<file path="config.mk">
export PLATFORM = sky130hd
export DESIGN_NAME = fp_seq_adder
export DESIGN_NICKNAME = d
export VERILOG_FILES = /design/src/rtl/fpadd_pkg.sv /design/src/rtl/fpadd_unpack.sv /design/src/rtl/fpadd_special.sv /design/src/rtl/fpadd_norm_step.sv /design/src/rtl/fp_seq_adder.sv
export SDC_FILE = /design/constraint.sdc
export NUM_CORES = 1
export LEC_CHECK = 0
export BUFFER_PORTS_ARGS = -buffer_cell sky130_fd_sc_hd__buf_2
export CORE_MARGIN = 3
export CORE_UTILIZATION = 50
export CTS_CLUSTER_SIZE = 14
export DETAILED_ROUTE_END_ITERATION = 7
export PLACE_DENSITY = 0.66
export SKIP_CTS_REPAIR_TIMING = 1
export SLEW_MARGIN = 20
export SYNTH_ARGS = -nofsm -noshare
export SYNTH_HDL_FRONTEND = slang
export SYNTH_SLANG_ARGS = --single-unit
</file>
<file path="constraint.sdc">
create_clock -name clk -period 5.6 [get_ports clk]
set_input_delay 0.28 -clock clk [delete_from_list [all_inputs] [get_ports clk]]
set_output_delay 0.28 -clock clk [all_outputs]
set_load 0.02 [all_outputs]
</file>
<file path="src/rtl/fpadd_pkg.sv">
package fpadd_pkg;
    localparam int EXP_W  = 8;
    localparam int FRAC_W = 23;
    localparam int MAN_W  = FRAC_W + 1;
    localparam int WORD_W = 1 + EXP_W + FRAC_W;
    localparam int SKIP_DIFF = MAN_W;

    localparam logic [EXP_W-1:0]  EXP_ONES = '1;
    localparam logic [WORD_W-1:0] QNAN_WORD =
        {1'b0, EXP_ONES, 1'b1, {(FRAC_W-1){1'b0}}};

    typedef enum logic [2:0] {
        ST_IDLE  = 3'd0,
        ST_ALIGN = 3'd1,
        ST_SUM   = 3'd2,
        ST_NORM  = 3'd3,
        ST_DONE  = 3'd4
    } st_e;

    typedef struct packed {
        logic             sgn;
        logic [EXP_W-1:0] exp;
        logic [MAN_W-1:0] man;
        logic             inf;
        logic             nan;
    } opnd_t;

    typedef struct packed {
        st_e               st;
        logic              sa;
        logic              sb;
        logic [EXP_W-1:0]  ea;
        logic [EXP_W-1:0]  eb;
        logic [MAN_W-1:0]  ma;
        logic [MAN_W-1:0]  mb;
        logic              rs;
        logic [EXP_W-1:0]  re;
        logic [MAN_W:0]    rm;
        logic [WORD_W-1:0] res;
        logic              ovf;
        logic              inv;
    } regs_t;
endpackage

</file>
<file path="src/rtl/fpadd_unpack.sv">
module fpadd_unpack
    import fpadd_pkg::*;
(
    input  logic [WORD_W-1:0] raw,
    input  logic              flip,
    output opnd_t             op
);
    logic [EXP_W-1:0]  e_raw;
    logic [FRAC_W-1:0] f_raw;
    logic              e_zero;

    always_comb begin
        e_raw  = raw[WORD_W-2 -: EXP_W];
        f_raw  = raw[FRAC_W-1:0];
        e_zero = (e_raw == '0);
        op.sgn = raw[WORD_W-1] ^ flip;
        // subnormals carry weight of exponent 1 with hidden bit 0
        op.exp = e_zero ? EXP_W'(1) : e_raw;
        op.man = {~e_zero, f_raw};
        op.inf = (e_raw == EXP_ONES) && (f_raw == '0);
        op.nan = (e_raw == EXP_ONES) && (f_raw != '0);
    end
endmodule

</file>
<file path="src/rtl/fpadd_special.sv">
module fpadd_special
    import fpadd_pkg::*;
(
    input  opnd_t             opa,
    input  opnd_t             opb,
    output logic              hit,
    output logic              bad,
    output logic [WORD_W-1:0] word
);
    always_comb begin
        hit  = opa.inf | opa.nan | opb.inf | opb.nan;
        bad  = opa.nan | opb.nan | (opa.inf & opb.inf & (opa.sgn != opb.sgn));
        if (bad)
            word = QNAN_WORD;
        else if (opa.inf)
            word = {opa.sgn, EXP_ONES, {FRAC_W{1'b0}}};
        else
            word = {opb.sgn, EXP_ONES, {FRAC_W{1'b0}}};
    end
endmodule

</file>
<file path="src/rtl/fpadd_norm_step.sv">
module fpadd_norm_step
    import fpadd_pkg::*;
(
    input  logic              sgn,
    input  logic [EXP_W-1:0]  exp,
    input  logic [MAN_W:0]    man,
    output logic [EXP_W-1:0]  nxt_exp,
    output logic [MAN_W:0]    nxt_man,
    output logic              fin,
    output logic              ovf,
    output logic [WORD_W-1:0] word
);
    always_comb begin
        nxt_exp = exp;
        nxt_man = man;
        fin     = 1'b0;
        ovf     = 1'b0;
        word    = '0;
        if (man[MAN_W]) begin
            if (exp == EXP_ONES - EXP_W'(1)) begin
                fin  = 1'b1;
                ovf  = 1'b1;
                word = {sgn, EXP_ONES, {FRAC_W{1'b0}}};
            end else begin
                nxt_exp = exp + EXP_W'(1);
                nxt_man = man >> 1;
            end
        end else if (man == '0) begin
            fin  = 1'b1;
            word = '0;
        end else if (!man[MAN_W-1] && (exp > EXP_W'(1))) begin
            nxt_exp = exp - EXP_W'(1);
            nxt_man = man << 1;
        end else begin
            fin  = 1'b1;
            word = {sgn, (man[MAN_W-1] ? exp : {EXP_W{1'b0}}), man[FRAC_W-1:0]};
        end
    end
endmodule

</file>
<file path="src/rtl/fp_seq_adder.sv">
module fp_seq_adder
    import fpadd_pkg::*;
(
    input  logic              clk,
    input  logic              rst_n,
    input  logic              start,
    input  logic              sub,
    input  logic [WORD_W-1:0] a,
    input  logic [WORD_W-1:0] b,
    output logic              busy,
    output logic              done,
    output logic [WORD_W-1:0] result,
    output logic              ovf,
    output logic              inv
);
    regs_t q, d;

    logic [WORD_W-1:0] raw_in [2];
    opnd_t             op_in  [2];

    assign raw_in[0] = a;
    assign raw_in[1] = b;

    for (genvar gi = 0; gi < 2; gi++) begin : g_unpack
        fpadd_unpack u_unpack (
            .raw  (raw_in[gi]),
            .flip ((gi == 1) ? sub : 1'b0),
            .op   (op_in[gi])
        );
    end

    logic              sp_hit, sp_bad;
    logic [WORD_W-1:0] sp_word;

    fpadd_special u_special (
        .opa  (op_in[0]),
        .opb  (op_in[1]),
        .hit  (sp_hit),
        .bad  (sp_bad),
        .word (sp_word)
    );

    logic [EXP_W-1:0]  nm_exp;
    logic [MAN_W:0]    nm_man;
    logic              nm_fin, nm_ovf;
    logic [WORD_W-1:0] nm_word;

    fpadd_norm_step u_norm (
        .sgn     (q.rs),
        .exp     (q.re),
        .man     (q.rm),
        .nxt_exp (nm_exp),
        .nxt_man (nm_man),
        .fin     (nm_fin),
        .ovf     (nm_ovf),
        .word    (nm_word)
    );

    logic [EXP_W-1:0] gap_ab, gap_ba;

    always_comb begin
        d      = q;
        gap_ab = q.ea - q.eb;
        gap_ba = q.eb - q.ea;
        unique case (q.st)
            ST_IDLE: begin
                if (start) begin
                    if (sp_hit) begin
                        d.res = sp_word;
                        d.inv = sp_bad;
                        d.ovf = 1'b0;
                        d.st  = ST_DONE;
                    end else begin
                        d.sa  = op_in[0].sgn;
                        d.ea  = op_in[0].exp;
                        d.ma  = op_in[0].man;
                        d.sb  = op_in[1].sgn;
                        d.eb  = op_in[1].exp;
                        d.mb  = op_in[1].man;
                        d.ovf = 1'b0;
                        d.inv = 1'b0;
                        d.st  = ST_ALIGN;
                    end
                end
            end
            ST_ALIGN: begin
                if (q.ea == q.eb) begin
                    d.st = ST_SUM;
                end else if (q.ea < q.eb) begin
                    if (gap_ba > EXP_W'(SKIP_DIFF)) begin
                        d.ma = '0;
                        d.ea = q.eb;
                    end else begin
                        d.ma = q.ma >> 1;
                        d.ea = q.ea + EXP_W'(1);
                    end
                end else begin
                    if (gap_ab > EXP_W'(SKIP_DIFF)) begin
                        d.mb = '0;
                        d.eb = q.ea;
                    end else begin
                        d.mb = q.mb >> 1;
                        d.eb = q.eb + EXP_W'(1);
                    end
                end
            end
            ST_SUM: begin
                d.re = q.ea;
                if (q.sa == q.sb) begin
                    d.rm = {1'b0, q.ma} + {1'b0, q.mb};
                    d.rs = q.sa;
                end else if (q.ma >= q.mb) begin
                    d.rm = {1'b0, q.ma - q.mb};
                    d.rs = q.sa;
                end else begin
                    d.rm = {1'b0, q.mb - q.ma};
                    d.rs = q.sb;
                end
                d.st = ST_NORM;
            end
            ST_NORM: begin
                if (nm_fin) begin
                    d.res = nm_word;
                    d.ovf = nm_ovf;
                    d.st  = ST_DONE;
                end else begin
                    d.re = nm_exp;
                    d.rm = nm_man;
                end
            end
            ST_DONE: d.st = ST_IDLE;
            default: d.st = ST_IDLE;
        endcase
    end

    always_ff @(posedge clk or negedge rst_n) begin
        if (!rst_n) q <= '0;
        else        q <= d;
    end

    assign busy   = (q.st != ST_IDLE);
    assign done   = (q.st == ST_DONE);
    assign result = q.res;
    assign ovf    = q.ovf;
    assign inv    = q.inv;
endmodule

</file>
==> Word level (Yosys, flattened, before mapping) <==
Cells that the tools add are included.
{ "op_classes": {"n_addsub": 9, "n_lt_le_gt_ge": 5, "eq_ne": 22, "shifts": 0, "n_bitwise": 11, "mul": 0, "n_reduce_logical": 27, "muxes": 49, "n_div": 0} }
{ "ops": {"columns": ["op", "n"], "rows": [
  ["$mux 32", 7],
  ["$pmux 33 s2", 2],
  ["$pmux 64 s2", 1],
  ["$mux 25", 5],
  ["$mux 8", 11],
  ["$mux 24", 3],
  ["$mux 69", 1],
  ["$mux 33", 2],
  ["$mux 66", 1],
  ["$mux 64", 1],
  ["$sub 24x24->24", 2],
  ["$logic_not 23->1", 2],
  ["$mux 23", 2],
  ["$reduce_bool 23->1", 2],
  ["$mux 34", 1],
  ["$add 24x24->25", 1],
  ["$logic_not 25->1", 1],
  ["$add 8x1->8 const B", 3],
  ["$eq 8x8->1 const B", 3],
  ["$ge 24x24->1", 1],
  ["$ne 2x2->1 const B", 9],
  ["$gt 8x5->1 const B", 2],
  ["$logic_not 8->1", 2],
  ["$sub 8x8->8", 2],
  ["other kinds (27)", 56]
]} }
{ "totals": {"word_cells": 137, "ff_bits": 137, "mem_bits_rw": 0, "romBits": 0, "output_inout_bits": 36, "mem_count": 0, "latchBits": 0, "inputBits": 68} }

==> Depth between registers and ports, before layout <==
{ "depth": {"ltp_word": 9, "mapped_depth": 14, "ltp_nobuf": 12} }

==> Cells and area by module <==
From an unflattened synthesis, not the netlist that was laid out.
{ "unflattened": {"cells_unflattened": 1739, "hier_area_um2": 13213.9} }
{ "by_module_without_submodules": {"columns": ["module", "cells_per_inst", "n_inst", "seq_area_each_um2", "area_per_inst_um2"], "rows": [
  ["fp_seq_adder", 1390, 1, 3428.3, 11050.6],
  ["fpadd_norm_step", 211, 1, 0.0, 1234.9],
  ["fpadd_unpack", 48, 2, 0.0, 319.1],
  ["fpadd_special", 42, 1, 0.0, 290.3]
]} }

==> Worst setup path before layout <==
No wires, ideal clock.
{ "synth_path": {"path_type": "register -> register", "start": "register q[68] (netlist name)", "end": "register q[50] (netlist name)", "path_stages_with_launch": 12, "arrival_time_ns": 2.816, "setup_time_ns": 0.131, "path_buffers": 0, "required_time_ns": 5.469, "period_less_slack_ns": 2.947, "setup_slack_ns": 2.653, "path_cell_list": "dfrtp_1 ha_1 fa_1 nor2b_1 o21ai_1 a311oi_1 o31a_1 a2111oi_0 nor3_1 a41oi_1 nor3_1 or3_1"} }
{ "synth_via": {"elab_chain_len": 4, "word_cells_on_any_way": 7, "classes_between": "3 x add/sub; 1 x order compare; 3 x mux"} }
{ "synth_rtl": {"columns": ["item", "line_no", "source"], "rows": [
  ["from (decl)", "fp_seq_adder.sv:16", "regs_t q, d;"],
  ["from (signal assigned)", "fp_seq_adder.sv:137", "if (!rst_n) q <= '0;"],
  ["from (signal assigned)", "fp_seq_adder.sv:138", "else q <= d;"],
  ["$sub 24x24->24, or another cell as far along", "fp_seq_adder.sv:116", "d.rm = {1'b0, q.mb - q.ma};"],
  ["$mux 24", "fp_seq_adder.sv:112", "end else if (q.ma >= q.mb) begin"],
  ["$mux 25 (*)", "fp_seq_adder.sv:109", "if (q.sa == q.sb) begin"],
  ["$pmux 33 s2 (*)", "fp_seq_adder.sv:65", "unique case (q.st)"]
]} }
Every way passes the cells marked *; elsewhere a longest branch is shown, timed or not.
A chain may end at the register's enable or synchronous reset.

==> Worst setup path in the final report <==
{ "layout_path": {"start": "register q[87] (netlist name)", "end": "register q[50] (netlist name)"} }
{ "layout_via": {"elab_chain_len": 4} }
{ "layout_rtl": {"columns": ["item", "line_no"], "rows": [
  ["$ge 24x24->1", "fp_seq_adder.sv:112"],
  ["$mux 24", "fp_seq_adder.sv:112"],
  ["$mux 25", "fp_seq_adder.sv:109"],
  ["$pmux 33 s2", "fp_seq_adder.sv:65"]
]} }
No other way between the ends.

==> results.toml <==
[logic_synthesis]
synth_area_leaders = "dfrtp_1, ha_1, a21oi_1"
synth_seq_area_share_pct = 29.3
synth_area_sq_um = 11700
synthDistinctLibCells = 81
async_reset_ff_share_pct = 100
syn_nets = 1607
yosysWarnings = 0
syn_inst = 1441
synth-seq-cells = 137
synth-main-ff-cell = "dfrtp_1"
synth_edf_count = 0
synth_top_area_cell = "dfrtp_1"
avgSynthCellArea_sq_um = 8.11
yosys.area.top_type_share_pct = 29.3

[clock_tree]
clock_path_buffers = 2
path_clk_slew_ns = 0.07
cts_sinks = 137
cts_tree = "yes"
insertion_delay_ns = 0.43
cts_made_buffers = 17
htree_levels = 4
cts-root-buf = "clkbuf_16"

[global_route]
antenna_found_initial = 0
grt_overflow_total = 0
grt_max_degree = 78
grt_pass1_vias = 10500
grt_pass1_wl_um = 58600
track_usage_pct = 28.3

[timing]
finalSetupTns_ns = 0
fmax_ghz = 0.262
rsz0062_at_grt = "no"
min_period_ns = 3.82
setup_viol = 0
skew_ns = 0.0132
slew_viol_final = 0
finalHoldViolCount = 0
timing.final.crit_share_pct = 68.2
max_slew_margin_pct = 24.8
worst_slew_pin_slew_ns = 1.13

[detailed_routing]
ant_nets = 0
drcViolationCount = 0
avgRoutedWirePerCell_um = 20.4
drt_iter0_drc = 1490
vias_per_cell = 6.35
drt-total-wl_um = 36400
dr.pass1.iters = 6
vias = 11300

[finish]
layout-drive-gt1-share_pct = 12.3
layout_common_cells = "a21oi_1, dfrtp_1, nor2_1, buf_2"
final_common_cell = "a21oi_1"
n_antenna_cell = 0
area_growth_pct = 9.20
fin_nets = 1623
fin_cells = 1783
utilization_pct = 56.0

[floorplanning]
dieArea_sq_um = 25200
initial_core_util_pct = 51.3
fp.dieW_um = 159
core_region_area_sq_um = 22800
io_pins = 104
num_rows = 55
die_height_um = 159

[worst_setup_path]
crit_path_start_kind = "flip-flop"
worst_path_largest_cell_delay_ns = 0.69
crit_type = "flip-flop to flip-flop"
required_ns = 5.90
r2r_end = "q[50]$_DFFE_PN0P_"
r2r_slack_ns = 1.78
arrival_ns = 4.12
crit_path_end_kind = "flip-flop"
critPathMaxFanout = 16
r2r_cells = 10
cpMaxStageDelayCell = "a21oi_2"
reg2reg_from = "q[87]$_DFFE_PN0P_"
path_cells = "inv_1 > ha_1 > a21oi_1 > o21ai_1 > a311o_1 > a21oi_2 > nand3_1 > a41oi_1 > nor3_1 > or3_1"

[worst_hold_path]
hold_start = "a[31]"
hold_path.class = "input port to flip-flop"
min_to = "q[133]$_DFFE_PN0P_"
holdPathStages = 2

[run_status]
outcome = "finished, final reports clean"

[job]
max-cap-violations = 0

[placed_design]
hpwl_um = 27000
place_congestion = 0.976
portBuffers = 103
dp_cells = 1750
==> Yosys cell counts, types with 5 or more instances <==
| cell type | count |
|---|---|
| o21ai_0 | 60 |
| or3_1 | 10 |
| o21bai_1 | 14 |
| nand3_1 | 36 |
| a31o_2 | 5 |
| nand4_1 | 15 |
| a211oi_1 | 10 |
| inv_1 | 94 |
| o21ai_1 | 5 |
| buf_2 | 22 |
| o31ai_1 | 16 |
| a21o_1 | 24 |
| nor2_1 | 134 |
| mux2i_1 | 27 |
| dfrtp_1 | 137 |
| clkbuf_1 | 61 |
| a21oi_1 | 181 |
| o21a_1 | 5 |
| and3_1 | 9 |
| xnor2_1 | 19 |
| nand2b_1 | 6 |
| buf_4 | 35 |
| ha_1 | 94 |
| o211ai_1 | 14 |
| a22oi_1 | 49 |
| nor3_1 | 42 |
| nand2_1 | 84 |
| mux2_2 | 6 |
| nor2b_1 | 21 |
| xor2_1 | 12 |
| a221oi_1 | 40 |
| a22o_1 | 23 |
| nor4_1 | 25 |
| a31oi_1 | 14 |
==> stage by stage <==
| step | worst slack (ns) | instance area (sq um) | hold WS (ns) |
|---|---|---|---|
| 4_1_cts | 1.93 | 12700 | -0.0810 |
| 3_3_place_gp | 1.92 | 12100 | 0.374 |
| 2_1_floorplan | 2.65 | 11700 | -0.0156 |
| 3_5_place_dp | 1.95 | 12100 | 0.373 |
| 6_report | 1.78 | 12800 | 0.137 |
| 5_1_grt | 1.62 | 12800 | 0.146 |
==> how the worst max path moves through the flow <==
stage,startpoint,to,slack [ns],depth (start not counted)
2_1_floorplan,q[68]$_DFFE_PN0P_,q[50]$_DFFE_PN0P_,2.65,11
3_3_place_gp,q[87]$_DFFE_PN0P_,q[50]$_DFFE_PN0P_,1.92,10
3_5_place_dp,q[87]$_DFFE_PN0P_,q[50]$_DFFE_PN0P_,1.95,10
4_1_cts,q[87]$_DFFE_PN0P_,q[50]$_DFFE_PN0P_,1.93,10
5_1_grt,q[87]$_DFFE_PN0P_,q[55]$_DFFE_PN0P_,1.62,10
6_report,q[87]$_DFFE_PN0P_,q[50]$_DFFE_PN0P_,1.78,10
==> kinds of logic (layout without fill, tap and decap cells) <==
kind of cell	Yosys count	count (layout)	synth area share [%]
AOI/OAI and AO/OA	522	522	30.0
and+or+nand+nor	402	402	16.3
buffers and inverters	218	247	8.42
DFF	137	137	29.3
adders and majority gates	98	98	10.7
muxes	33	33	2.89
xor gates and xnor gates	31	31	2.32
==> area by class of cell <==
type / instances / area (sq um)
fillers: 2162 / 10000
multi-input cells: 1086 / 7310
flip-flops and latches: 137 / 3430
repair buffers: 119 / 644
clock buffers: 19 / 433
well taps: 313 / 392
inverters: 96 / 360
clock inverters: 13 / 191
==> routing by layer <==
metal / track usage, % / share of wire, % / vias up
met4: 6.45 / 1.8 / 0
met3: 6.29 / 8.9 / 60
li1: - / - / 5319
met2: 41.5 / 42 / 549
met1: 42.6 / 47 / 5387
met5: 0 / 0 / -
==> registers in the layout, indices dropped and copies added (netlist names) <==
register / count
q: 103
result: 32
inv: 1
ovf: 1
==> critical path, delay by kind of cell, from the launching register on <==
family	cells	cell delay, ns
AO/OA/AOI/OAI	5	2.00
adder cells (fa/ha/maj)	1	0.47
buffers and inverters	1	0.07
flip-flops	1	0.44
AND/OR/NAND/NOR	3	0.69
Power is left out: the tool's default activity adds up to more than one toggle a clock period on the data nets, which glitch-free logic cannot reach.
